### src/rtl/hsh_pkg.sv
package hsh_pkg;

    typedef enum logic {
        ST_IDLE = 1'b0,
        ST_RUN  = 1'b1
    } run_st_e;

    // Lower feedback tap for a primitive trinomial x^M + x^(M-1) + 1.
    function automatic int tap_index(input int m);
        case (m)
            2:       return 0;
            3:       return 1;
            4:       return 2;
            default: return m - 2;
        endcase
    endfunction

endpackage

### src/rtl/hsh_seed_fold.sv
module hsh_seed_fold #(
    parameter int PAT_W = 16,
    parameter int M     = 4
) (
    input  logic [PAT_W-1:0] pat,
    output logic [M-1:0]     seed
);

    always_comb begin
        seed = '0;
        for (int j = 0; j < PAT_W; j++) begin
            seed[j % M] = seed[j % M] ^ pat[j];
        end
    end

endmodule

### src/rtl/hsh_lfsr_core.sv
module hsh_lfsr_core
    import hsh_pkg::*;
#(
    parameter int M = 4
) (
    input  logic         clk,
    input  logic         rst,
    input  logic         load,
    input  logic         step,
    input  logic [M-1:0] seed,
    output logic [M-1:0] state
);

    localparam int TAP = tap_index(M);

    logic         fb;
    logic [M-1:0] nxt;

    // Maximal feedback, plus a zero-state splice that lengthens the cycle to 2^M.
    always_comb begin
        fb  = state[M-1] ^ state[TAP] ^ (state[M-2:0] == '0);
        nxt = {state[M-2:0], fb};
    end

    always_ff @(posedge clk) begin
        if (rst) begin
            state <= '0;
        end else if (load) begin
            state <= seed;
        end else if (step) begin
            state <= nxt;
        end
    end

    AST_STATE_MOVES: assert property (@(posedge clk) disable iff (rst)
        (step && !load) |=> (state != $past(state)));

endmodule

### src/rtl/hsh_range_gate.sv
module hsh_range_gate #(
    parameter int M  = 4,
    parameter int AW = 16
) (
    input  logic          en,
    input  logic [M-1:0]  raw,
    input  logic [M-1:0]  lo,
    input  logic [M-1:0]  hi,
    output logic [AW-1:0] addr
);

    localparam logic [AW-1:0] SENTINEL = AW'(1) << (AW - 1);

    always_comb begin
        if (!en) begin
            addr = '0;
        end else if ((raw < lo) || (raw > hi)) begin
            addr = SENTINEL;
        end else begin
            addr = AW'(raw);
        end
    end

endmodule

### src/rtl/hsh_addr_hasher.sv
module hsh_addr_hasher
    import hsh_pkg::*;
#(
    parameter int PAT_W = 16,
    parameter int M     = 4
) (
    input  logic                  clk,
    input  logic                  rst,
    input  logic                  start,
    input  logic [PAT_W-1:0]      pat_bits,
    input  logic [M-1:0]          lo_lim,
    input  logic [M-1:0]          hi_lim,
    output logic                  addr_vld,
    output logic [(1<<M)-1:0]     addr_out,
    output logic                  run_done
);

    localparam int SEQ_N   = (1 << M) - 1;
    localparam int RUN_LEN = 1 << M;
    localparam int ADDR_W  = SEQ_N + 1;

    typedef struct packed {
        logic              vld;
        logic [ADDR_W-1:0] addr;
    } beat_t;

    run_st_e      st_q;
    logic [M-1:0] cnt_q;
    logic [M-1:0] lo_q;
    logic [M-1:0] hi_q;
    logic         done_q;
    logic [M-1:0] seed;
    logic [M-1:0] lfsr_state;
    logic [ADDR_W-1:0] gated;
    logic         load;
    logic         step;
    logic         last_beat;
    beat_t        out_beat;

    assign load      = (st_q == ST_IDLE) && start;
    assign step      = (st_q == ST_RUN);
    assign last_beat = step && (cnt_q == M'(RUN_LEN - 1));

    hsh_seed_fold #(.PAT_W(PAT_W), .M(M)) u_fold (
        .pat  (pat_bits),
        .seed (seed)
    );

    hsh_lfsr_core #(.M(M)) u_lfsr (
        .clk   (clk),
        .rst   (rst),
        .load  (load),
        .step  (step),
        .seed  (seed),
        .state (lfsr_state)
    );

    hsh_range_gate #(.M(M), .AW(ADDR_W)) u_gate (
        .en   (step),
        .raw  (lfsr_state),
        .lo   (lo_q),
        .hi   (hi_q),
        .addr (gated)
    );

    always_ff @(posedge clk) begin
        if (rst) begin
            st_q   <= ST_IDLE;
            cnt_q  <= '0;
            lo_q   <= '0;
            hi_q   <= '0;
            done_q <= 1'b0;
        end else begin
            done_q <= 1'b0;
            case (st_q)
                ST_IDLE: begin
                    if (start) begin
                        st_q  <= ST_RUN;
                        cnt_q <= '0;
                        lo_q  <= lo_lim;
                        hi_q  <= hi_lim;
                    end
                end
                ST_RUN: begin
                    cnt_q <= cnt_q + 1'b1;
                    if (last_beat) begin
                        st_q   <= ST_IDLE;
                        done_q <= 1'b1;
                    end
                end
                default: st_q <= ST_IDLE;
            endcase
        end
    end

    assign out_beat = '{vld: step, addr: gated};
    assign addr_vld = out_beat.vld;
    assign addr_out = out_beat.addr;
    assign run_done = done_q;

    AST_VLD_HOLD: assert property (@(posedge clk) disable iff (rst)
        (addr_vld && !last_beat) |=> addr_vld);

    AST_DONE_FOLLOWS: assert property (@(posedge clk) disable iff (rst)
        (addr_vld && last_beat) |=> (run_done && !addr_vld));

    AST_DONE_PULSE: assert property (@(posedge clk) disable iff (rst)
        run_done |=> !run_done);

    AST_SENT_ALONE: assert property (@(posedge clk) disable iff (rst)
        (addr_vld && addr_out[ADDR_W-1]) |-> (addr_out[ADDR_W-2:0] == '0));

    AST_START_IGNORED: assert property (@(posedge clk) disable iff (rst)
        (addr_vld && start && !last_beat) |=> (addr_vld && (cnt_q == $past(cnt_q) + 1'b1)));

    AST_DONE_RESTART: assert property (@(posedge clk) disable iff (rst)
        (run_done && start) |=> (addr_vld && (cnt_q == '0)));

endmodule

### config.mk
export PLATFORM = sky130hd
export DESIGN_NAME = hsh_addr_hasher
export DESIGN_NICKNAME = d
export VERILOG_FILES = /design/src/rtl/hsh_pkg.sv /design/src/rtl/hsh_seed_fold.sv /design/src/rtl/hsh_lfsr_core.sv /design/src/rtl/hsh_range_gate.sv /design/src/rtl/hsh_addr_hasher.sv
export SDC_FILE = /design/constraint.sdc
export NUM_CORES = 1
export LEC_CHECK = 0
export BUFFER_PORTS_ARGS = -buffer_cell sky130_fd_sc_hd__buf_2
export CORE_MARGIN = 10
export CORE_UTILIZATION = 54
export CTS_BUF_LIST = sky130_fd_sc_hd__clkbuf_4
export CTS_CLUSTER_DIAMETER = 30
export CTS_CLUSTER_SIZE = 12
export DETAILED_ROUTE_END_ITERATION = 10
export PLACE_DENSITY_LB_ADDON = 0.1
export SETUP_SLACK_MARGIN = 0.2
export SYNTH_ARGS = -nofsm -noshare
export SYNTH_HDL_FRONTEND = slang
export SYNTH_SLANG_ARGS = --single-unit
### constraint.sdc
create_clock -name clk -period 2.2 [get_ports clk]
set_input_delay 0.33 -clock clk [delete_from_list [all_inputs] [get_ports clk]]
set_output_delay 0.33 -clock clk [all_outputs]
set_load 0.1 [all_outputs]
Yosys cells after proc, flatten, opt, wreduce, memory -nomap -nowiden:

Cells that the tools add are included.

* $add $sub $neg: 1
* order comparisons: 2
* eq/ne operators: 2
* multiplexer cells: 10
* bitwise logic cells: 15
* reduce and logical (&&, ||, !) cells: 7

Operator list (count)
* $mux W16: 2
* $xor A1 B1 Y1: 14
* $mux W4: 3
* $pmux W4 S2: 1
* $add A4 B1 Y4 const B: 1
* $eq A4 B4 Y1 const B: 1
* $gt A4 B4 Y1: 1
* $lt A4 B4 Y1: 1
* $logic_not A3 Y1: 1
* $mux W1: 3
* $logic_and A1 B1 Y1: 2
* $ne A2 B2 Y1 const B: 1
* $pmux W1 S2: 1
* $reduce_and A2 Y1: 1
* $reduce_bool A2 Y1: 1
* $reduce_or A2 Y1: 1
* $logic_or A1 B1 Y1: 1
* $not A1 Y1: 1

* register bits after elaboration: 18
* input bits: 27
* output and inout bits: 18
* logic and storage cells: 43

Logic depth before layout (Yosys ltp):

* word-level depth: 4
* depth in mapped cells: 6
* depth with buffers taken out: 6

By module:

A second synthesis with hierarchy kept.

* cells, all modules: 140
* area total of the unflattened synthesis: 1168.6 µm²

Modules (own cells, without submodules)
* hsh_addr_hasher: instances 1, cells each 62, area an instance 535.5 µm², seq. area each 280.3 µm²
* hsh_range_gate: instances 1, cells each 44, area an instance 314.1 µm², seq. area each 0.0 µm²
* hsh_lfsr_core: instances 1, cells each 22, area an instance 214.0 µm², seq. area each 80.1 µm²
* hsh_seed_fold: instances 1, cells each 12, area an instance 105.1 µm², seq. area each 0.0 µm²

Worst setup path before layout:

No wires, ideal clock.

* path kind: reg-to-output
* from: register st_q (netlist: addr_vld)
* to: output addr_out[2]
* data arrival time: 3.553 ns
* required time: 1.870 ns
* path slack: -1.683 ns
* cell stages (with the launch flop): 5
* path buffers: 2
* cells stage by stage: dfxtp_1 > buf_4 > buf_4 > nand2_1 > nor3_1

* longest elaborated chain between the ends: 1

Ends and longest elaborated chain
* from (decl): line hsh_addr_hasher.sv:27 `run_st_e st_q;`
* from (signal assigned): line hsh_addr_hasher.sv:68 `st_q <= ST_IDLE;`
* from (signal assigned): line hsh_addr_hasher.sv:78 `st_q <= ST_RUN;`
* from (signal assigned): line hsh_addr_hasher.sv:87 `st_q <= ST_IDLE;`
* $mux W16: line hsh_range_gate.sv:15 `if (!en) begin`
* to (decl): line hsh_addr_hasher.sv:14 `output logic [(1<<M)-1:0] addr_out,`

No other way between the ends.

Final worst setup path:

* from: register hi_q[1]
* to: output addr_out[15]

* longest elaborated chain between the ends: 4

Ends and longest elaborated chain
* from (decl): line hsh_addr_hasher.sv:30 `logic [M-1:0] hi_q;`
* from (signal assigned): line hsh_addr_hasher.sv:81 `hi_q <= hi_lim;`
* $gt A4 B4 Y1: line hsh_range_gate.sv:17 `end else if ((raw < lo) || (raw > hi)) begin`
* $logic_or A1 B1 Y1: line hsh_range_gate.sv:17
* $mux W16: line hsh_range_gate.sv:17
* $mux W16: line hsh_range_gate.sv:15

No other way between the ends.

==> results.cfg <==
[outcome]
outcome = finished with violations
violations = negative setup slack

[clock_tree]
clock-sinks = 18
tritoncts = yes
clockBufferDepth = 2
worstSkewPairLatency_ns = 0.29
clk_pin_slew_worst_paths_ns = 0.10
cts_root_buf = clkbuf_4
htreeDepth = 1
cts_buffers = 3

[logic_synthesis]
synth_most_common_cell = nand2_1
yosysTopAreaCellShare = 0.3148
ys_ff_latch = 18
ys_warn_count = 0
yosys-top-cells-area = dfxtp_1 31%, ha_1 8.7%, buf_4 8.5%
async_reset_ff_frac = 0
syn_avg_cell_area_sq_um = 8.006
synth_common_cells = 20 x nand2_1, 18 x dfxtp_1, 16 x a21oi_1
ys.flop_type = dfxtp_1
synth_top_area_cell = dfxtp_1
ys_types = 31
synth_edf_count = 0
syn_area_sq_mm = 0.001145
seq_area_frac_synth = 0.3148
syn_inst = 143

[die]
start_util = 0.5777
die_y_um = 66.05
dieArea_sq_mm = 0.004362
boundaryPins = 45
rows = 16
die_w_um = 66.05
core-area_sq_mm = 0.001982

[placed_design]
gp_congestion = 0.7973
hpwl_mm = 2.185
port_buffers = 33

[worst_setup_path]
worstPathRequired_ns = 1.87
worst_path_largest_cell_delay_ns = 0.34
critPathArrivalTime_ns = 1.87
path_buf_inv = 3
cp-end-kind = primary output
start_kind = flop
cp_max_fo = 5
slowest_stage = dfxtp_2
crit_family = compound AO/OA/AOI/OAI gates
critPathKind = reg -> out
crit_path_cell_trace = inv_2, ha_4, buf_4, and4_4, a21oi_4, o21a_2, buf_12

[route]
maxUsedRoutingLayer = met3
ant_nets = 0
wl_per_cell_um = 13.55
totalWireLength_mm = 2.778
dr.pass1.iters = 4
drc = 0
wl_met2_mm = 1.492
met3RoutedLength_um = 187
drtIter0Drc = 41
vias = 1055
wl_met1_mm = 1.098
via_per_inst = 5.146

[sta]
setup_violations = 1
hold_ws_ns = 0.2529
max_freq_ghz = 0.4536
finalClockSkew_ns = 0.007100
setup_tns_ns = -0.004737
finalHoldViolations = 0
worstMarginPinSlew_ns = 0.6025
fin_ws_ns = -0.004737
period_needed_ns = 2.205
max-slew-margin-rel = 0.5975
period_share = 1.002
slew_violations = 0
rsz0062_at_grt = true

[final_layout]
drive_above_1_share = 0.3652
nFillCells = 146
syn2layout_area_growth_pct = 33.55
multi_input_area_sq_um = 764.5
diodes = 0
ff_latch_area_sq_um = 377.9
fin_nets = 214

[grt]
antenna_found_initial = 0
grtUsageTotal = 0.1286
grt_max_degree = 25
grt_pass1_wl_mm = 4.505
grt_overflow = 0
grt_pass1_vias = 1042

[power]
p_per_area_mw_per_mm2 = 650.0
p_leak_nw = 0.6355
irDropWorstVdd_uv = 468.7

[flow_run]
maxCapViolCount = 0

[hold_path]
hold_class = in -> reg
-- power by group --
part / leakage [nW] / internal (mW) / switching, mW
combinational: 0.469 / 0.173 / 0.284
sequential: 0.151 / 0.347 / 0.0268
clock: 0.0154 / 0.0661 / 0.0968
total: 0.636 / 0.586 / 0.408
-- final timing paths --
path	start	end	slack [ns]	cells past startpoint
setup reg to reg	addr_vld	u_lfsr.state[0]	0.81	3
setup / recovery	hi_q[1]	addr_out[15]	-0.005	7
hold reg to reg	lo_q[2]	lo_q[2]	0.47	2
hold / removal	hi_lim[1]	hi_q[1]	0.25	3
-- layout make-up --
| class | instances | area share |
|---|---|---|
| inverter | 9 | 0.02209 |
| multi-input combinational | 108 | 0.5000 |
| sequential | 18 | 0.2471 |
| timing repair buffer | 39 | 0.1915 |
| tap | 27 | 0.02209 |
| clock inverter | 1 | 0.002455 |
| clock buffer | 3 | 0.01473 |
-- cells by family after synthesis --
group,count (synthesis),share of synthesized area
and+or+nand+nor,44,0.1770
AOI/OAI and AO/OA,32,0.1836
buffers and inverters,27,0.1333
DFF,18,0.3148
xor gates and xnor gates,12,0.09180
adders and majority gates,8,0.08744
other,1,0.003276
muxes,1,0.008744
-- metrics by stage --
step | area (sq um) | setup slack, ns | util | cells | total power, mW
after floorplan | 1236 | -0.03218 | - | 153 | 0.6983
after global placement | 1399 | 0.1713 | 0.7058 | 196 | 0.7598
after detailed placement | 1399 | 0.1155 | 0.7058 | 196 | 0.7711
after CTS | 1511 | -0.01653 | 0.7626 | 203 | 0.9791
after global routing | 1529 | -0.08032 | 0.7715 | 205 | 1.044
final | 1529 | -0.004737 | 0.7715 | 205 | 0.9939
-- worst min-delay path: stages --
cell and delay [ns]:
buf_2 0.10, nand2_1 0.04, a21oi_1 0.05
-- per-layer routing --
metal / GRT usage / up-vias
li1: - / 532
met1: 0.1311 / 495
met2: 0.2452 / 28
met3: 0.04576 / 0
met4: 0.02356 / 0
met5: 0 / -
-- flip-flops by register name (all words and copies together), names as in the netlist --
name,flops
addr_vld,1
hi_q,4
lo_q,4
run_done,1
u_lfsr.state,4
cnt_q,4
-- layout by cell type (no fill, tap or decap), types with 2 or more instances in the layout --
| master | netlist | final |
|---|---|---|
| buf_2 | 2 | 28 |
| nand2_1 | 20 | 20 |
| a21oi_1 | 16 | 15 |
| xnor2_1 | 11 | 11 |
| conb_1 | 1 | 11 |
| dfxtp_1 | 18 | 10 |
| nor2_1 | 8 | 8 |
| inv_1 | 9 | 7 |
| ha_1 | 8 | 5 |
| dfxtp_2 | 0 | 5 |
| buf_12 | 0 | 5 |
| a211o_1 | 4 | 4 |
| nor3_4 | 0 | 4 |
| buf_4 | 13 | 4 |
| dfxtp_4 | 0 | 3 |
| clkbuf_4 | 0 | 3 |
| inv_2 | 0 | 2 |
| nand2b_1 | 2 | 2 |
| a21oi_4 | 1 | 2 |
| o21ai_0 | 2 | 2 |
| nor2b_1 | 3 | 2 |
| nand4_1 | 2 | 2 |
| a31oi_1 | 2 | 2 |
| nor3b_1 | 2 | 2 |
| ha_4 | 0 | 2 |
| buf_6 | 0 | 2 |
-- timing repair --
| item | 4_1_cts | 5_1_grt |
|---|---|---|
| pin swaps | 2 | 3 |
| endpoints found under the setup margin | 5 | 5 |
| hold buffers | 0 | 0 |
| setup buffers | 3 | 2 |
| gates resized for setup | 18 | 1 |
Power figures use the tool's default switching activity.
